[config.mk]
export PLATFORM = sky130hd
export DESIGN_NAME = sample_bank_top
export DESIGN_NICKNAME = d
export VERILOG_FILES = /design/src/rtl/sample_bank_pkg.sv /design/src/rtl/sample_live_regs.sv /design/src/rtl/sample_addr_dec.sv /design/src/rtl/sample_shadow_bank.sv /design/src/rtl/sample_bank_top.sv
export SDC_FILE = /design/constraint.sdc
export NUM_CORES = 1
export LEC_CHECK = 0
export ABC_AREA = 1
export CELL_PAD_IN_SITES_DETAIL_PLACEMENT = 1
export CELL_PAD_IN_SITES_GLOBAL_PLACEMENT = 1
export CORE_ASPECT_RATIO = 0.8
export CORE_MARGIN = 2
export CORE_UTILIZATION = 30
export DETAILED_ROUTE_END_ITERATION = 12
export GPL_TIMING_DRIVEN = 0
export PLACE_DENSITY_LB_ADDON = 0.1
export SETUP_SLACK_MARGIN = 0.3
export SYNTH_ARGS = -nofsm -noshare
export SYNTH_HDL_FRONTEND = slang
export SYNTH_SLANG_ARGS = --single-unit
[constraint.sdc]
create_clock -name clk_i -period 1.7 [get_ports clk_i]
set_input_delay 0.17 -clock clk_i [delete_from_list [all_inputs] [get_ports clk_i]]
set_output_delay 0.17 -clock clk_i [all_outputs]
set_load 0.1 [all_outputs]
[src/rtl/sample_bank_pkg.sv]
package sample_bank_pkg;
  localparam int unsigned BYTE_W = 8;
  typedef enum logic {HALF_LO = 1'b0, HALF_HI = 1'b1} half_e;
endpackage

[src/rtl/sample_live_regs.sv]
module sample_live_regs #(
  parameter int unsigned NUM_CH   = 4,
  parameter int unsigned SAMPLE_W = 16
) (
  input  logic                               clk_i,
  input  logic                               rst_ni,
  input  logic                               upd_i,
  input  logic [NUM_CH*SAMPLE_W-1:0]         sample_i,
  output logic [NUM_CH-1:0][SAMPLE_W-1:0]    live_o
);
  for (genvar c = 0; c < NUM_CH; c++) begin : g_ch
    always_ff @(posedge clk_i or negedge rst_ni) begin
      if (!rst_ni)    live_o[c] <= '0;
      else if (upd_i) live_o[c] <= sample_i[c*SAMPLE_W +: SAMPLE_W];
    end
  end


  live_hold_chk: assert property (@(posedge clk_i) disable iff (!rst_ni)
    !upd_i |=> $stable(live_o));
endmodule

[src/rtl/sample_addr_dec.sv]
module sample_addr_dec
  import sample_bank_pkg::*;
#(
  parameter int unsigned NUM_CH    = 4,
  parameter int unsigned ADDR_W    = 8,
  parameter logic [ADDR_W-1:0] BASE_ADDR = 8'h10
) (
  input  logic                       rd_en_i,
  input  logic [ADDR_W-1:0]          addr_i,
  output logic                       hit_o,
  output logic [$clog2(NUM_CH)-1:0]  ch_o,
  output half_e                      half_o
);
  localparam int unsigned CH_W = $clog2(NUM_CH);
  localparam int unsigned SPAN = 2 * NUM_CH;

  logic [ADDR_W-1:0] off;

  always_comb begin
    off    = addr_i - BASE_ADDR;
    hit_o  = rd_en_i && (addr_i >= BASE_ADDR) && (off < ADDR_W'(SPAN));
    ch_o   = CH_W'(off >> 1);
    half_o = half_e'(off[0]);
  end
endmodule

[src/rtl/sample_shadow_bank.sv]
module sample_shadow_bank #(
  parameter int unsigned NUM_CH = 4,
  parameter int unsigned HI_W   = 8
) (
  input  logic                             clk_i,
  input  logic                             rst_ni,
  input  logic                             cap_i,
  input  logic [$clog2(NUM_CH)-1:0]        ch_i,
  input  logic [NUM_CH-1:0][HI_W-1:0]      live_hi_i,
  output logic [NUM_CH-1:0][HI_W-1:0]      shadow_o
);
  for (genvar c = 0; c < NUM_CH; c++) begin : g_sh
    logic cap_here;
    assign cap_here = cap_i && (ch_i == c);

    always_ff @(posedge clk_i or negedge rst_ni) begin
      if (!rst_ni)       shadow_o[c] <= '0;
      else if (cap_here) shadow_o[c] <= live_hi_i[c];
    end


    shadow_isolated_chk: assert property (@(posedge clk_i) disable iff (!rst_ni)
      !(cap_i && ch_i == c) |=> $stable(shadow_o[c]));
  end
endmodule

[src/rtl/sample_bank_top.sv]
module sample_bank_top
  import sample_bank_pkg::*;
#(
  parameter int unsigned NUM_CH    = 4,
  parameter int unsigned SAMPLE_W  = 16,
  parameter int unsigned ADDR_W    = 8,
  parameter logic [ADDR_W-1:0] BASE_ADDR = 8'h10
) (
  input  logic                        clk_i,
  input  logic                        rst_ni,
  input  logic                        upd_i,
  input  logic [NUM_CH*SAMPLE_W-1:0]  sample_i,
  input  logic                        rd_en_i,
  input  logic [ADDR_W-1:0]           addr_i,
  output logic [BYTE_W-1:0]           rdata_o
);
  localparam int unsigned CH_W = $clog2(NUM_CH);
  localparam int unsigned HI_W = SAMPLE_W - BYTE_W;

  logic [NUM_CH-1:0][SAMPLE_W-1:0] live_q;
  logic [NUM_CH-1:0][HI_W-1:0]     live_hi;
  logic [NUM_CH-1:0][HI_W-1:0]     shadow_q;
  logic                            hit;
  logic [CH_W-1:0]                 ch;
  half_e                           half;

  sample_live_regs #(.NUM_CH(NUM_CH), .SAMPLE_W(SAMPLE_W)) u_live (
    .clk_i, .rst_ni, .upd_i, .sample_i, .live_o(live_q)
  );

  sample_addr_dec #(.NUM_CH(NUM_CH), .ADDR_W(ADDR_W), .BASE_ADDR(BASE_ADDR)) u_dec (
    .rd_en_i, .addr_i, .hit_o(hit), .ch_o(ch), .half_o(half)
  );

  for (genvar c = 0; c < NUM_CH; c++) begin : g_hi
    assign live_hi[c] = live_q[c][SAMPLE_W-1:BYTE_W];
  end

  sample_shadow_bank #(.NUM_CH(NUM_CH), .HI_W(HI_W)) u_shadow (
    .clk_i, .rst_ni,
    .cap_i(hit && half == HALF_LO),
    .ch_i(ch),
    .live_hi_i(live_hi),
    .shadow_o(shadow_q)
  );

  // shadow and live capture share this edge, so both see the pre-update value
  always_ff @(posedge clk_i or negedge rst_ni) begin
    if (!rst_ni)                rdata_o <= '0;
    else if (!hit)              rdata_o <= '0;
    else if (half == HALF_LO)   rdata_o <= live_q[ch][BYTE_W-1:0];
    else                        rdata_o <= BYTE_W'(shadow_q[ch]);
  end


  out_of_range_zero_chk: assert property (@(posedge clk_i) disable iff (!rst_ni)
    (rd_en_i && (addr_i < BASE_ADDR || addr_i >= BASE_ADDR + ADDR_W'(2*NUM_CH)))
      |=> (rdata_o == '0) && $stable(shadow_q));


  idle_zero_chk: assert property (@(posedge clk_i) disable iff (!rst_ni)
    !rd_en_i |=> rdata_o == '0);


  low_read_chk: assert property (@(posedge clk_i) disable iff (!rst_ni)
    (hit && half == HALF_LO) |=> rdata_o == $past(live_q[ch][BYTE_W-1:0]));


  high_read_chk: assert property (@(posedge clk_i) disable iff (!rst_ni)
    (hit && half == HALF_HI) |=> rdata_o == BYTE_W'($past(shadow_q[ch])));


  coincident_capture_chk: assert property (@(posedge clk_i) disable iff (!rst_ni)
    (hit && half == HALF_LO && upd_i) |=> shadow_q[$past(ch)] == $past(live_hi[ch]));
endmodule

==> out/qor.yml, run 1 <==
outcome:
  status: "completed"
critical_path:
  path_cells: "buf_2"
  cp_num_buf_inv: 1
  r2r_slack_ns: 0.76
  reg2regPathDepth: 6
  reg2reg_from: "u_live.live_o[6]"
  max_stage_delay_ns: 0.44
  criticalPathCategory: "register to output port"
  path_max_fanout: 1
  r2r-end: "rdata_o[6]"
  start_kind: "register"
  crit_family: "buffers and inverters"
  critPathArrivalTime_ns: 1.15
  startpoint: "rdata_o[5]"
  required_ns: 1.53
  slowest_stage: "buf_2"
  cp-end-kind: "output port"
synth:
  yosys_warnings: 0
  synthCells: 539
  seq_area_frac_synth_pct: 55.9
  syn_avg_cell_area_sq_um: 8.64
  netlist_area_sq_um: 4660
  yosysUniqueCellTypes: 14
  syn_nets: 615
  synth-seq-cells: 104
clocking:
  clkTransAtPathRegs_ns: 0.07
  clock_latency_ns: 0.34
  clock-root-buffer: "clkbuf_16"
  htree_levels: 3
  cts_buffers: 9
  cts.sinks: 104
  clockBufferDepth: 2
  cts_tree: "built"
power:
  clkPwrFrac_pct: 42.2
  pwr-share-comb_pct: 11.8
  leakagePower_nw: 3.03
  total_power_mw: 5.96
  seqPwrFrac_pct: 46.0
  p_int_mw: 4.58
  p_per_area_nw_per_um2: 966
  swShare_pct: 23.2
  irDropWorstVdd_v: 0.000473
  switchingPower_mw: 1.38
layout:
  design_area_sq_um: 6170
  nNetsFinal: 714
  drive_above_1_share_pct: 14.0
  area_growth_pct: 32.5
  layout_commonest_cell: "nand2_1"
  postLayoutCoreUtil_pct: 40.8
  layout_common_cells: "nand2_1 (213), dfrtp_1 (104), clkdlybuf4s50_1 (71), inv_1 (64), nand4_1 (36)"
  final.fill_count: 1794
  diodes: 0
placed_design:
  place_area_sq_um: 5770
  dpl.hpwl_mm: 9.59
  port_buffers: 82
  finalWeightedCongestion: 0.784
floorplan:
  die-area_sq_um: 16600
  die_w_um: 143
  rows: 40
  io_pins: 84
  start_util_pct: 30.8
  die_h_um: 115
  core_region_area_sq_um: 15100
route:
  via_count: 3809
  drtPass1Iterations: 5
  drc_errors: 0
  viasPerCell: 4.47
  antenna_left: 0
  routedWlPerCell_um: 14.9
  drt_iter0_markers: 133
  wl_mm: 12.7
grt:
  grt_pass1_wl_mm: 21.1
  use_met3_pct: 3.31
  met2_usage_pct: 27.0
  grt_usage_pct: 16.7
  grt_pass1_vias: 4027
  use_met1_pct: 23.3
  busiest_layer: "met2"
  grt_max_degree: 69
  grt-ovfl-total: 0
  antenna_found_initial: 0
hold_path:
  hold_path_depth: 2
  worstHoldPathType: "primary input to register"
  min-delay-start: "upd_i"
  min_to: "u_live.live_o[49]"
timing:
  clock_skew_ns: 0.00540
  hold_viol: 0
  rsz0062_at_grt: "true"
  slew_headroom_pct: 66.3
  timing.hold.ws_ns: 0.253
  finalCriticalPeriod_ns: 1.32
  fmax_mhz: 756
  maxSlewViolCount: 0
  fin_crit_sh_pct: 77.8
  setup_viol: 0
  tightest_slew_ns: 0.506
flow_run:
  cap_viol_max_count: 0
cells in the mapped netlist:
cell type	count	share of area, %
nand4_1	36	4.8
nand2_1	213	17
nor2_1	22	1.8
dfrtp_1	104	56
mux2_2	34	8.2
o21ai_0	33	3.5
nand3_1	1	0.11
nor2_2	4	0.54
buf_2	15	1.6
buf_1	3	0.24
clkbuf_1	6	0.48
nor2_4	1	0.24
inv_1	64	5.2
inv_2	3	0.24
power groups by stage:
| stage | clock network [mW] | logic, mW | registers (mW) |
|---|---|---|---|
| after floorplan | 0 | 0.348 | 2.77 |
| after global placement | 0 | 0.690 | 2.79 |
| after detailed placement | 0 | 0.712 | 2.79 |
| after CTS | 2.59 | 0.721 | 2.74 |
| after global routing | 2.68 | 0.805 | 2.76 |
| final | 2.52 | 0.705 | 2.74 |
layer usage:
metal | part of all wire [%] | wire length [um]
met5 | 0 | 0
met4 | 0.91 | 115
met3 | 4.2 | 530
met2 | 45 | 5770
met1 | 49 | 6280
kinds of logic after synthesis:
| logic type | synth area share [%] |
|---|---|
| compound gates | 3.54 |
| flops | 55.9 |
| simple gates | 24.7 |
| buf+inv | 7.73 |
| mux | 8.22 |
how the worst max path moves through the flow:
| stage | endpoint | slack (ns) | cells past startpoint |
|---|---|---|---|
| after floorplan | rdata_o[0] | 0.65 | 0 |
| after global placement | u_live.live_o[17] | -3.67 | 1 |
| after detailed placement | rdata_o[4] | -0.32 | 7 |
| after CTS | rdata_o[6] | 0.25 | 1 |
| after global routing | u_shadow.shadow_o[22] | 0.26 | 5 |
| final | rdata_o[5] | 0.38 | 1 |
per-stage QoR:
step | setup TNS, ns | worst slack (ns) | instances
after global placement | -385.86 | -3.67 | 831
after detailed placement | -5.92 | -0.324 | 832
after global routing | 0 | 0.260 | 853
final | 0 | 0.377 | 853
after CTS | 0 | 0.245 | 849
after floorplan | 0 | 0.647 | 539
timing repair:
item	CTS	global route
gates cloned	0	0
endpoints found under the setup margin	47	43
endpoints found under the hold margin	36	0
buffers inserted	0	4
hold buffers	1	0
gates resized for setup	43	12
pin swaps	0	5
sequential cells by signal (all words and copies together), names as in the netlist:
name,count
rdata_o,8
u_shadow.shadow_o,32
u_live.live_o,64
area by class of cell:
class | instances | area, sq um | area share [%]
well taps | 210 | 263 | 4.26
flip-flops and latches | 104 | 2600 | 42.2
inverters | 67 | 251 | 4.07
clock buffers | 9 | 225 | 3.65
plain buffers | 24 | 123 | 1.99
repair buffers | 88 | 843 | 13.7
multi-input cells | 344 | 1720 | 27.9
clock inverters | 7 | 144 | 2.33
Note: power is estimated with default switching activity, not from simulation.
==> run 2, diff against run 1 <==
==> constraint.sdc (replaced) <==
create_clock -name clk_i -period 1.2 [get_ports clk_i]
set_input_delay 0.12 -clock clk_i [delete_from_list [all_inputs] [get_ports clk_i]]
set_output_delay 0.12 -clock clk_i [all_outputs]
set_load 0.1 [all_outputs]
==> run 2 against run 1 <==
Net effect: the run now ends with negative hold slack left; non-clock buffer count up 14; total power up 32%; largest cell class unchanged; die area unchanged; combinational power up 55%.
==> out/qor.yml, run 2 (synthesis results as in run 1) <==
timing:
  finalCriticalPeriod_ns: 1.08
  rsz0062_at_grt: "true"
  timing.hold.ws_ns: -0.251
  slew_headroom_pct: 61.0
  setup_ws_ns: 0.119
  setup_viol: 0
  hold_viol: 40
  clock_skew_ns: 0.00954
  tightest_slew_ns: 0.585
  fin_crit_sh_pct: 90.1
  maxSlewViolCount: 0
  fmax_mhz: 925
critical_path:
  critPathArrivalTime_ns: 0.96
  criticalPathCategory: "register to output port"
  path_max_fanout: 1
  reg2reg_from: "u_shadow.shadow_o[7]"
  start_kind: "register"
  max_stage_delay_ns: 0.43
  slowest_stage: "dfrtp_2"
  r2r_slack_ns: 0.29
  required_ns: 1.08
  crit_family: "flip-flops"
  path_cells: "buf_12"
  cp_num_buf_inv: 1
  reg2regPathDepth: 6
  cp-end-kind: "output port"
  r2r-end: "rdata_o[7]"
grt:
  antenna_found_initial: 0
  grt_pass1_vias: 4168
  grt_pass1_wl_mm: 22.0
  grt_max_degree: 65
  grt_usage_pct: 17.5
  grt-ovfl-total: 0
floorplan:
  die-area_sq_um: 16600
  die_w_um: 143
  rows: 40
  die_h_um: 115
  core_region_area_sq_um: 15100
  start_util_pct: 30.8
  io_pins: 84
layout:
  drive_above_1_share_pct: 24.8
  nNetsFinal: 728
  layout_common_cells: "nand2_1 (192), dfrtp_1 (96), clkdlybuf4s50_1 (64), inv_1 (51), nand4_1 (36)"
  reg.largest.list: "u_live.live_o x64, u_shadow.shadow_o x32, rdata_o x8"
  area_growth_pct: 37.5
  max_flop_register: "u_live.live_o"
  largest_reg_flops: 64
  diodes: 0
  postLayoutCoreUtil_pct: 42.4
  layout_commonest_cell: "nand2_1"
hold_path:
  worstHoldPathType: "primary input to asynchronous set/reset pin"
clocking:
  clock-root-buffer: "clkbuf_16"
  htree_levels: 3
  cts_tree: "built"
  cts_buffers: 9
  clockBufferDepth: 2
  clock_latency_ns: 0.36
  cts.sinks: 104
  clkTransAtPathRegs_ns: 0.07
outcome:
  status: "finished with violations"
  violations: "negative hold slack"
route:
  drtPass1Iterations: 4
  drt_iter0_markers: 184
  routedWlPerCell_um: 15.6
  drc_errors: 0
  via_count: 3894
  wl_mm: 13.5
  antenna_left: 0
  viasPerCell: 4.49
placed_design:
  dp_slack_ns: -0.706
  port_buffers: 82
  finalWeightedCongestion: 0.783
  dpl.hpwl_mm: 9.89
power:
  leakagePower_nw: 3.10
  irDropWorstVdd_v: 0.000736
  p_per_area_nw_per_um2: 1230
flow_run:
  cap_viol_max_count: 0
run 2: cell types whose count changed in the layout (fill, tap and decap cells not counted), sizes merged:
cell | before | now
buf | 30 | 50
clkbuf | 17 | 25
clkdlybuf4s50 | 71 | 64
bufinv | 4 | 0
clkinvlp | 2 | 1
dlygate4sd2 | 2 | 1
dlygate4sd3 | 1 | 0
run 2: power breakdown:
part           switching (mW)  total [mW]  internal, mW
Combinational           0.568        1.09         0.518
Sequential              0.124        3.89          3.76
Clock                    1.31        2.89          1.58
run 2: metrics by stage:
| stage | total power, mW | area (sq um) | instances | setup TNS, ns |
|---|---|---|---|---|
| 2_1_floorplan | 4.41 | 4680 | 539 | 0 |
| 3_3_place_gp | 4.93 | 5760 | 831 | -449.50 |
| 3_5_place_dp | 4.97 | 5790 | 832 | -26.93 |
| 4_1_cts | 7.92 | 6260 | 855 | 0 |
| 5_1_grt | 8.25 | 6400 | 867 | 0 |
| 6_report | 7.86 | 6400 | 867 | 0 |
run 2: worst max path at each step:
stage / end / start / depth (start not counted)
6_report: rdata_o[6] / rdata_o[6] / 1
4_1_cts: rdata_o[6] / rdata_o[6] / 1
3_5_place_dp: rdata_o[3] / addr_i[1] / 9
2_1_floorplan: u_live.live_o[10] / upd_i / 3
3_3_place_gp: rdata_o[2] / rst_ni / 1
5_1_grt: rdata_o[6] / rdata_o[6] / 1
run 2: area by class of cell:
class                      instances  area (sq um)
fill                            1772          8710
sequential                       104          2610
multi-input combinational        344          1820
timing repair buffer             102          1010
clock buffer                      14           274
tap                              210           263
inverter                          67           254
buffer                            24           165
clock inverter                     2          12.5
run 2: repair_timing:
| action | 4_1_cts | 5_1_grt |
|---|---|---|
| pin swaps | 17 | 32 |
| gates cloned | 0 | 2 |
| setup buffers | 7 | 10 |
| gates resized for setup | 122 | 50 |
| hold endpoints to repair | 40 | 40 |
| endpoints found under the setup margin | 48 | 53 |
run 2: routing by layer:
metal | vias up | track usage [%] | share of wire [%]
met1 | 1893 | 24.7 | 49
li1 | 1907 | - | -
met2 | 80 | 27.2 | 45
met4 | 0 | 5.49 | 1.4
met3 | 14 | 3.47 | 4.5
met5 | - | 0 | 0
==> run 3, diff against run 2 <==
--- a/config.mk
+++ b/config.mk
@@ -15,6 +15,9 @@
 export GPL_TIMING_DRIVEN = 0
 export PLACE_DENSITY_LB_ADDON = 0.1
 export SETUP_SLACK_MARGIN = 0.3
+export SKIP_CTS_REPAIR_TIMING = 1
+export SKIP_LAST_GASP = 1
+export SLEW_MARGIN = 20
 export SYNTH_ARGS = -nofsm -noshare
 export SYNTH_HDL_FRONTEND = slang
 export SYNTH_SLANG_ARGS = --single-unit
==> run 3 against run 2 <==
Net effect: the flow still finishes with violations (negative hold slack); first-iteration DRC count rose by 16%; register-to-register slack is essentially flat; clock power about the same; sequential share of layout area rose by 0.12 points; global-route usage down 0.27 points; via count is essentially flat; routed wire length decreased by 1.5%; combinational power is essentially flat.
==> out/qor.yml, run 3 (synthesis results as in run 1) <==
grt:
  grt_usage_pct: 17.2
  grt_pass1_vias: 4086
  grt_pass1_wl_mm: 21.6
  antenna_found_initial: 0
  grt-ovfl-total: 0
  grt_max_degree: 65
route:
  drtPass1Iterations: 4
  drt_iter0_markers: 213
  wl_mm: 13.3
  drc_errors: 0
  viasPerCell: 4.51
  antenna_left: 0
  via_count: 3895
  routedWlPerCell_um: 15.4
layout:
  layout_common_cells: "nand2_1 (196), dfrtp_1 (96), clkdlybuf4s50_1 (64), inv_1 (52), nand4_1 (36)"
  diodes: 0
  stdcell_count: 864
  drive_above_1_share_pct: 22.8
  largest_reg_flops: 64
  reg.largest.list: "u_live.live_o x64, u_shadow.shadow_o x32, rdata_o x8"
  postLayoutCoreUtil_pct: 42.3
  area_growth_pct: 37.1
  max_flop_register: "u_live.live_o"
  nNetsFinal: 725
  layout_commonest_cell: "nand2_1"
critical_path:
  required_ns: 1.08
  crit_family: "flip-flops"
  critPathArrivalTime_ns: 0.95
  max_stage_delay_ns: 0.43
  cp_num_buf_inv: 1
  path_cells: "buf_12"
  slowest_stage: "dfrtp_2"
  criticalPathCategory: "register to output port"
  cp-end-kind: "output port"
  path_max_fanout: 1
  start_kind: "register"
timing:
  tightest_slew_ns: 0.446
  clock_skew_ns: 0.00804
  fin_crit_sh_pct: 89.5
  setup_viol: 0
  rsz0062_at_grt: "true"
  finalSetupTns_ns: 0
  slew_headroom_pct: 70.2
  finalCriticalPeriod_ns: 1.07
  timing.hold.ws_ns: -0.329
  fmax_mhz: 931
  maxSlewViolCount: 0
  hold_viol: 40
clocking:
  clock-root-buffer: "clkbuf_16"
  clockBufferDepth: 2
  clkTransAtPathRegs_ns: 0.07
  cts_buffers: 9
  cts.sinks: 104
  cts_tree: "built"
  clock_latency_ns: 0.35
  htree_levels: 3
flow_run:
  cap_viol_max_count: 0
placed_design:
  finalWeightedCongestion: 0.783
  port_buffers: 82
  dpl.hpwl_mm: 9.89
  place_inst: 832
hold_path:
  worstHoldPathType: "primary input to asynchronous set/reset pin"
floorplan:
  die_h_um: 115
  die-area_sq_um: 16600
  rows: 40
  core_region_area_sq_um: 15100
  die_w_um: 143
  start_util_pct: 30.8
  io_pins: 84
power:
  leakagePower_nw: 3.12
  irDropWorstVdd_v: 0.000710
  p_per_area_nw_per_um2: 1230
outcome:
  status: "finished with violations"
  violations: "negative hold slack"
[run 3: changes by cell type in the layout (fill, tap and decap cells not counted), sizes merged]
cell,previous run,this run
clkbuf,25,26
buf,50,43
dlygate4sd2,1,0
dlymetal6s2s,0,4
[run 3: stage by stage]
stage	setup slack, ns	cell area, sq um	total power, mW
6_report	0.126	6390	7.83
5_1_grt	0.0969	6390	8.23
4_1_cts	-0.794	6080	7.88
3_5_place_dp	-0.706	5790	4.97
3_3_place_gp	-4.45	5760	4.93
2_1_floorplan	0.231	4680	4.41
[run 3: layout make-up]
class	count	area, sq um
repair buffers	99	1000
fillers	1775	8730
flip-flops and latches	104	2610
well taps	210	263
clock buffers	14	274
multi-input cells	344	1800
inverters	67	254
plain buffers	24	174
clock inverters	2	12.5
[run 3: metal layers]
layer  vias up  GRT usage, %  routed length (um)
met2        84          26.7                6000
met3        14          3.47                 605
met1      1892          24.4                6520
li1       1905             -                   -
met4         0          5.49                 183
met5         -             0                   0
[run 3: power breakdown]
| group | internal, mW | leakage, nW | switching, mW |
|---|---|---|---|
| Combinational | 0.518 | 1.68 | 0.563 |
| Sequential | 3.76 | 1.30 | 0.124 |
| Clock | 1.58 | 0.139 | 1.29 |
[run 3: path summary, 6_finish.rpt]
kind | endpoint | slack (ns) | cells after the start | from
worst max-delay path | rdata_o[6] | 0.13 | 1 | rdata_o[6]
worst min-delay path | u_live.live_o[1] | -0.33 | 1 | rst_ni
worst max register to register | rdata_o[7] | 0.29 | 6 | u_shadow.shadow_o[7]
worst min register to register | u_shadow.shadow_o[26] | 0.48 | 2 | u_shadow.shadow_o[26]
max in group asynchronous | u_live.live_o[63] | 0.86 | 2 | rst_ni
min in group clk_i | u_live.live_o[38] | 0.20 | 2 | upd_i
